$ cat config.mk
export PLATFORM = sky130hd
export DESIGN_NAME = rtc_dbuf_clock
export DESIGN_NICKNAME = d
export VERILOG_FILES = /design/src/rtl/rtc_pkg.sv /design/src/rtl/rtc_month_len.sv /design/src/rtl/rtc_field_ctr.sv /design/src/rtl/rtc_host_port.sv /design/src/rtl/rtc_dbuf_clock.sv
export SDC_FILE = /design/constraint.sdc
export NUM_CORES = 1
export LEC_CHECK = 0
export CORE_MARGIN = 2
export CORE_UTILIZATION = 47
export DETAILED_ROUTE_END_ITERATION = 12
export PLACE_DENSITY_LB_ADDON = 0.05
export SETUP_SLACK_MARGIN = 0.15
export SLEW_MARGIN = 10
export SYNTH_ARGS = -nofsm -noshare
export SYNTH_HDL_FRONTEND = slang
export SYNTH_SLANG_ARGS = --single-unit
$ cat constraint.sdc
create_clock -name clk -period 4.3 [get_ports clk]
set_clock_uncertainty 0.2 [all_clocks]
set_input_delay 1.075 -clock clk [delete_from_list [all_inputs] [get_ports clk]]
set_output_delay 1.075 -clock clk [all_outputs]
set_load 0.005 [all_outputs]
$ cat src/rtl/rtc_pkg.sv
package rtc_pkg;

   typedef logic [7:0] bcd8_t;

   localparam int NUM_FIELDS = 8;
   localparam int FI_SEC   = 0;
   localparam int FI_MIN   = 1;
   localparam int FI_HOUR  = 2;
   localparam int FI_WDAY  = 3;
   localparam int FI_DATE  = 4;
   localparam int FI_MONTH = 5;
   localparam int FI_YEAR  = 6;
   localparam int FI_CENT  = 7;

   function automatic bcd8_t bcd_inc(bcd8_t v);
      if (v[3:0] >= 4'd9) return {v[7:4] + 4'd1, 4'd0};
      return {v[7:4], v[3:0] + 4'd1};
   endfunction

   function automatic bcd8_t fld_lo(int f);
      case (f)
         FI_WDAY, FI_DATE, FI_MONTH: return 8'h01;
         default:                    return 8'h00;
      endcase
   endfunction

   function automatic bcd8_t fld_hi(int f);
      case (f)
         FI_SEC, FI_MIN:   return 8'h59;
         FI_HOUR:          return 8'h23;
         FI_WDAY:          return 8'h07;
         FI_DATE:          return 8'h31;
         FI_MONTH:         return 8'h12;
         default:          return 8'h99;
      endcase
   endfunction

   // index of the field whose wrap advances field f
   function automatic int fld_src(int f);
      case (f)
         FI_MIN:           return FI_SEC;
         FI_HOUR:          return FI_MIN;
         FI_WDAY, FI_DATE: return FI_HOUR;
         FI_MONTH:         return FI_DATE;
         FI_YEAR:          return FI_MONTH;
         FI_CENT:          return FI_YEAR;
         default:          return FI_SEC;
      endcase
   endfunction

endpackage

$ cat src/rtl/rtc_month_len.sv
module rtc_month_len
   import rtc_pkg::*;
(
   input  bcd8_t month,
   input  bcd8_t year,
   output bcd8_t days
);
   // year = 10*t + u is a multiple of 4 exactly when (2*t + u) is
   logic [1:0] mod4;
   logic       leap;
   logic       unused_year_bits;

   assign mod4 = year[1:0] + {year[4], 1'b0};
   assign leap = (mod4 == 2'd0);
   assign unused_year_bits = ^{year[7:5], year[3:2]};

   always_comb begin
      case (month)
         8'h02:                      days = leap ? 8'h29 : 8'h28;
         8'h04, 8'h06, 8'h09, 8'h11: days = 8'h30;
         default:                    days = 8'h31;
      endcase
   end

endmodule

$ cat src/rtl/rtc_field_ctr.sv
module rtc_field_ctr
   import rtc_pkg::*;
#(
   parameter bcd8_t LO      = 8'h00,
   parameter bcd8_t HI      = 8'h59,
   parameter bcd8_t RST_VAL = 8'h00,
   parameter bit    VAR_HI  = 1'b0
)(
   input  logic  clk,
   input  logic  rst_n,
   input  logic  load,
   input  bcd8_t load_val,
   input  logic  inc,
   input  bcd8_t hi_var,
   output bcd8_t q,
   output bcd8_t nxt,
   output logic  wrap
);
   bcd8_t top_val;

   if (VAR_HI) begin : g_var_top
      assign top_val = hi_var;
   end else begin : g_fix_top
      logic unused_hi;
      assign unused_hi = ^hi_var;
      assign top_val   = HI;
   end

   assign wrap = inc & ~load & (q >= top_val);

   always_comb begin
      if (load)     nxt = load_val;
      else if (inc) nxt = (q >= top_val) ? LO : bcd_inc(q);
      else          nxt = q;
   end

   always_ff @(posedge clk or negedge rst_n) begin
      if (!rst_n) q <= RST_VAL;
      else        q <= nxt;
   end

   // a field at its top value returns to its bottom value on the next edge
   a_r3_wrap: assert property (@(posedge clk) disable iff (!rst_n)
      wrap |=> (q == LO));

endmodule

$ cat src/rtl/rtc_host_port.sv
module rtc_host_port
   import rtc_pkg::*;
#(
   parameter int ADDR_W   = 13,
   parameter int NF       = 8,
   parameter int HALT_BIT = 0
)(
   input  logic                 cs,
   input  logic                 we,
   input  logic [ADDR_W-1:0]    addr,
   input  logic [NF-1:0][7:0]   ext,
   input  logic                 halt,
   output bcd8_t                rdata,
   output logic                 miss,
   output logic                 ctrl_wr,
   output logic [NF-1:0]        fld_wr
);
   localparam int OFF_W = 4;

   logic             in_win;
   logic [OFF_W-1:0] off;
   logic             wr;

   assign in_win  = &addr[ADDR_W-1:OFF_W];
   assign off     = addr[OFF_W-1:0];
   assign wr      = cs & we & in_win;
   assign ctrl_wr = wr & (off == '0);
   assign miss    = cs & ~in_win;

   for (genvar f = 0; f < NF; f++) begin : g_dec
      assign fld_wr[f] = wr & (off == OFF_W'(f + 1));
   end

   always_comb begin
      rdata = '0;
      if (cs && in_win) begin
         if (off == '0) rdata[HALT_BIT] = halt;
         for (int f = 0; f < NF; f++)
            if (off == OFF_W'(f + 1)) rdata = ext[f];
      end
   end

endmodule

$ cat src/rtl/rtc_dbuf_clock.sv
module rtc_dbuf_clock
   import rtc_pkg::*;
#(
   parameter int    ADDR_W      = 13,
   parameter int    HALT_BIT    = 0,
   parameter bcd8_t RST_CENTURY = 8'h20
)(
   input  logic              clk,
   input  logic              rst_n,
   input  logic              tick_1hz,
   input  logic              cs,
   input  logic              we,
   input  logic [ADDR_W-1:0] addr,
   input  logic [7:0]        wdata,
   output logic [7:0]        rdata,
   output logic              miss
);
   localparam int NF = NUM_FIELDS;

   if (ADDR_W < 5) begin : g_bad_addr
      $error("ADDR_W must leave room above a 16-byte window");
   end
   if (HALT_BIT < 0 || HALT_BIT > 7) begin : g_bad_bit
      $error("HALT_BIT must lie inside the control byte");
   end
   if (NF + 1 > 16) begin : g_bad_nf
      $error("fields plus control must fit in 16 offsets");
   end

   logic [NF-1:0][7:0] int_q, int_nxt, ext_q;
   logic [NF-1:0]      inc, wrap, fld_wr;
   logic               ctrl_wr, halt_q, halt_nx, release_c, dirty_q, load_all;
   bcd8_t              mlen;
   logic               unused_wraps;

   assign halt_nx   = ctrl_wr ? wdata[HALT_BIT] : halt_q;
   assign release_c = halt_q & ~halt_nx;
   assign load_all  = release_c & dirty_q;
   assign unused_wraps = wrap[FI_WDAY] ^ wrap[FI_CENT];

   rtc_host_port #(.ADDR_W(ADDR_W), .NF(NF), .HALT_BIT(HALT_BIT)) u_port (
      .cs(cs), .we(we), .addr(addr), .ext(ext_q), .halt(halt_q),
      .rdata(rdata), .miss(miss), .ctrl_wr(ctrl_wr), .fld_wr(fld_wr)
   );

   rtc_month_len u_mlen (
      .month(int_q[FI_MONTH]), .year(int_q[FI_YEAR]), .days(mlen)
   );

   for (genvar f = 0; f < NF; f++) begin : g_fld
      localparam bcd8_t RV = (f == FI_CENT) ? RST_CENTURY : fld_lo(f);

      if (f == FI_SEC) begin : g_head
         assign inc[f] = tick_1hz & ~load_all;
      end else begin : g_chain
         assign inc[f] = wrap[fld_src(f)];
      end

      rtc_field_ctr #(
         .LO(fld_lo(f)), .HI(fld_hi(f)), .RST_VAL(RV), .VAR_HI(f == FI_DATE)
      ) u_ctr (
         .clk(clk), .rst_n(rst_n), .load(load_all), .load_val(ext_q[f]),
         .inc(inc[f]), .hi_var(mlen), .q(int_q[f]), .nxt(int_nxt[f]),
         .wrap(wrap[f])
      );

      always_ff @(posedge clk or negedge rst_n) begin
         if (!rst_n)                   ext_q[f] <= RV;
         else if (!halt_nx)            ext_q[f] <= int_nxt[f];
         else if (halt_q && fld_wr[f]) ext_q[f] <= wdata;
      end
   end

   always_ff @(posedge clk or negedge rst_n) begin
      if (!rst_n) begin
         halt_q  <= 1'b0;
         dirty_q <= 1'b0;
      end else begin
         halt_q <= halt_nx;
         if (release_c)                dirty_q <= 1'b0;
         else if (halt_q && |fld_wr)   dirty_q <= 1'b1;
      end
   end

   // while running, the host copy equals the counters
   a_r7_track: assert property (@(posedge clk) disable iff (!rst_n)
      !halt_q |-> (ext_q == int_q));

   // counters keep moving while the host copy is frozen
   a_r7_runs_frozen: assert property (@(posedge clk) disable iff (!rst_n)
      (halt_q && tick_1hz && !ctrl_wr) |=> (int_q != $past(int_q)));

   // no write and still frozen means the host copy holds
   a_r8_frozen: assert property (@(posedge clk) disable iff (!rst_n)
      (halt_q && !(cs && we)) |=> $stable(ext_q));

   // a dirty release copies the host fields into the counters
   a_r9_transfer: assert property (@(posedge clk) disable iff (!rst_n)
      load_all |=> (int_q == $past(ext_q)));

   // an address below the window drives a quiet bus
   a_r11_miss_quiet: assert property (@(posedge clk) disable iff (!rst_n)
      miss |-> (rdata == 8'h00));

endmodule

==> results by group <==
Die
  • Boundary pin count: 35
  • Die Area: 18500 µm²
  • Die Y: 136 µm
  • Core area: 17200 µm²
  • Die span in x: 136 µm
  • Starting Density: between 40% and 50%
  • Cell row count: 48

Placed design
  • Inst Count DP: approximately 1200
  • DP Wirelength: 19300 µm
  • Port buffer count: 34
  • RePlAce Congestion: 0.921

Worst hold path
  • Worst Hold Endpoint: g_fld[4].u_ctr.q[0]
  • Hold crit path type: register to register
  • Cell depth of the worst hold path: 2
  • Hold wc startpoint: ext_q[32]

Clock network
  • CTS tree: yes
  • H-tree Lvls: 4
  • CTS buffer count: 17
  • Worst-skew pair later-pin latency: 430 ps
  • Clock sinks: 130
  • Reg clk slew, reported paths: approximately 60 ps
  • Root Driver: clkbuf_16
  • Clk buf depth: 2

Route
  • First drt pass iteration count: 6
  • Initial DRC count: just under 800
  • Antenna Nets Post-Route: 0
  • Routed WL: ~26000 µm
  • WL/cell: approximately 21 µm
  • DR vias: 7714
  • Number of remaining DRC errors: 0
  • Drt via density: slightly above 6

Setup path
  • Worst EP required: slightly above 3000 ps
  • Worst Reg-to-Reg Cells: 16
  • Crit path DAT: 2800 ps
  • Crit. End Element: output pin
  • Buf+Inv Stages, Crit Path: 3
  • FF-to-FF End: ext_q[58]
  • Worst Setup Path Type: input port to output pin
  • Crit path max fanout: 10
  • R2r startpoint: g_fld[5].u_ctr.q[4]
  • Register-to-register path setup slack: 430 ps
  • Crit-path cells: dlygate4sd2_1, buf_4, mux2_2, a22oi_1, o221ai_1, o21ai_1, a21oi_1, clkdlybuf4s15_1
  • Worst path max stage delay: 360 ps
  • CP max-delay cell: mux2_2
  • Critical Path Stages: 8
  • CP delay by family, top: buffers and inverters
  • Critical Path Start Type: input port

Synth
  • Yosys warning total: 0
  • Post-Synthesis Cells: 920
  • Syn avg cell area: 8.91 µm²
  • Top cell type's share of synthesized area: 37.3%
  • #FFs+latches synth: between 100 and 150
  • Mapped Nets: 992
  • Post-synthesis mux area share: 4.63%
  • Post-synthesis sequential area ratio: about two fifths
  • Post-synth top flop: dfrtp_1
  • Post-synth top area cell: dfrtp_1
  • Async SR Flop Fraction: 100%
  • Post-Syn Area: 8190 µm²
  • Synth cell types: 75
  • Post-synth EDFFs: 0
  • Largest family of logic cells by synthesized area: compound AO/OA/AOI/OAI gates
  • Simple-gate share of the synthesized area: between 10% and 20%
  • Xor and xnor area share after synthesis: 0.962%
  • Synth top area cells: dfrtp_1, ha_1, nand2_1
  • Synth Area in Compound Gates: 24.1%
  • Adder-cell share of the synthesized area: around 7%

STA
  • Finish-stage setup viols: 0
  • RSZ-0062 raised after global routing: false
  • TNS Setup: 0 ps
  • Slew headroom: 53.3%
  • Slew Limit Fails: 0
  • Hold Violations, Final: 0
  • Fmax: 245 MHz
  • Crit share post-route: 94.8%
  • Worst-Margin Slew: 699 ps
  • Minimum clock period: a little over 4000 ps

Global route
  • Total gr overflow: 0
  • Largest net degree at the start of global routing: 67
  • First-pass GRT wire length: 41700 µm
  • All-Layer GR Usage: 29.7%
  • Vias in the first global route: 7602
  • Initial antenna violation count: 0

Power and ir drop
  • PwrDens: 350 nW/µm²
  • IR drop worst, VDD: 0.244 mV
  • Pleak: between 4 and 5 nW

Finish
  • Area growth syn-to-layout: 21.8%
  • Final Non-Filler Cells: approximately 1200
  • Share of layout cells above drive strength 1: 17.3%
  • Final nets: 1072
  • Ant diodes: 0

Outcome
  • Status: complete, no violations

Job
  • Max Cap Viol: 0
routing by layer:
layer | share of wire, % | global-route usage [%] | wire, µm | vias up
met5 | 0 | 0 | 0 | -
met4 | 1.9 | 9.32 | 512 | 0
met3 | 6.4 | 3.73 | 1700 | 36
met2 | 48 | 48.7 | 12600 | 290
met1 | 44 | 41.0 | 11500 | 3814
li1 | - | - | - | 3574
synth_stat cells, drive strengths merged (12+ instances only):
master    n
o21ai    69
clkbuf   16
nor3     25
buf      34
nand2   107
o31ai    14
a22oi    23
a21oi    61
nor2     83
a221o    19
mux2     13
inv      39
and3     12
nor2b    12
nand3    25
a31oi    14
dfrtp   122
ha       46
mux2i    21
cells by family after synthesis:
family	count (synthesis)
AO/OA/AOI/OAI	290
XOR/XNOR	9
adder cells (fa/ha/maj)	46
buffers and inverters	89
flip-flops	130
multiplexers	35
AND/OR/NAND/NOR	321
worst max path at each step:
stage,start,end
2_1_floorplan,g_fld[5].u_ctr.q[0],ext_q[63]
3_3_place_gp,addr[0],rdata[5]
3_5_place_dp,addr[2],rdata[5]
4_1_cts,addr[1],rdata[5]
5_1_grt,addr[5],rdata[2]
6_report,addr[0],rdata[3]
flip-flops by register name, summed over array words and instances, names as in the netlist:
name	flops
dirty_q	1
g_fld.u_ctr.q	64
halt_q	1
ext_q	64
worst min-delay path: stages (launching register included):
cell and delay (ps):
dfstp_2 380, nand2_1 50, o21ai_0 70
per-stage QoR:
step	area (µm²)	hold slack (ps)	power (W)	setup WS, ps	utilization (%)
floorplan	8190	261	0.00170	531	-
global placement	9220	305	0.00189	-280	53.7
detailed placement	9220	305	0.00191	-280	53.7
CTS	9880	320	0.00350	87.7	57.5
global route	9980	327	0.00363	161	58.1
finish	9980	313	0.00349	225	58.1
what timing repair did:
action | 4_1_cts | 5_1_grt
gates resized for setup | 33 | 26
endpoints found under the setup margin | 9 | 50
pin swaps | 4 | 13
hold buffers | 0 | 0
buffers inserted | 2 | 5
layout by cell type (no fill, tap or decap), types with 6 or more instances in the layout:
cell | netlist | layout
o21ai_1 | 7 | 14
nor3_1 | 24 | 20
nand4_1 | 8 | 8
dfstp_2 | 8 | 8
o31ai_1 | 14 | 13
nor2_1 | 82 | 81
o221a_2 | 8 | 8
a22oi_1 | 23 | 23
a21oi_1 | 61 | 58
dfrtp_1 | 122 | 122
a21o_1 | 10 | 10
o211ai_1 | 9 | 9
a221o_1 | 19 | 19
clkbuf_16 | 0 | 17
clkdlybuf4s50_1 | 0 | 21
and3_1 | 12 | 12
nor4_1 | 7 | 7
nand2_1 | 107 | 106
o22ai_1 | 8 | 8
buf_12 | 0 | 8
a221oi_1 | 6 | 6
mux2_2 | 13 | 13
ha_1 | 46 | 46
mux2i_1 | 21 | 21
a31oi_1 | 14 | 14
nor3b_1 | 9 | 9
nand3_1 | 24 | 24
o21a_1 | 11 | 11
buf_4 | 0 | 67
o21ai_0 | 62 | 55
o221ai_1 | 7 | 7
nor2b_1 | 12 | 9
inv_1 | 38 | 38
power breakdown:
part / switching, W / internal (W)
logic: 0.000261 / 0.000207
registers: 0.000107 / 0.00132
clock network: 0.000565 / 0.00103
total: 0.000933 / 0.00256
final cells by class:
| type | count | area (µm²) |
|---|---|---|
| Timing Repair Buffer | 111 | 996 |
| Clock inverter | 13 | 210 |
| Sequential cell | 130 | 3260 |
| Multi-Input combinational cell | 701 | 4650 |
| Tap cell | 225 | 282 |
| Clock buffer | 19 | 433 |
| Fill cell | 1538 | 7200 |
| Inverter | 39 | 146 |
Note: power is estimated with default switching activity, not from simulation.
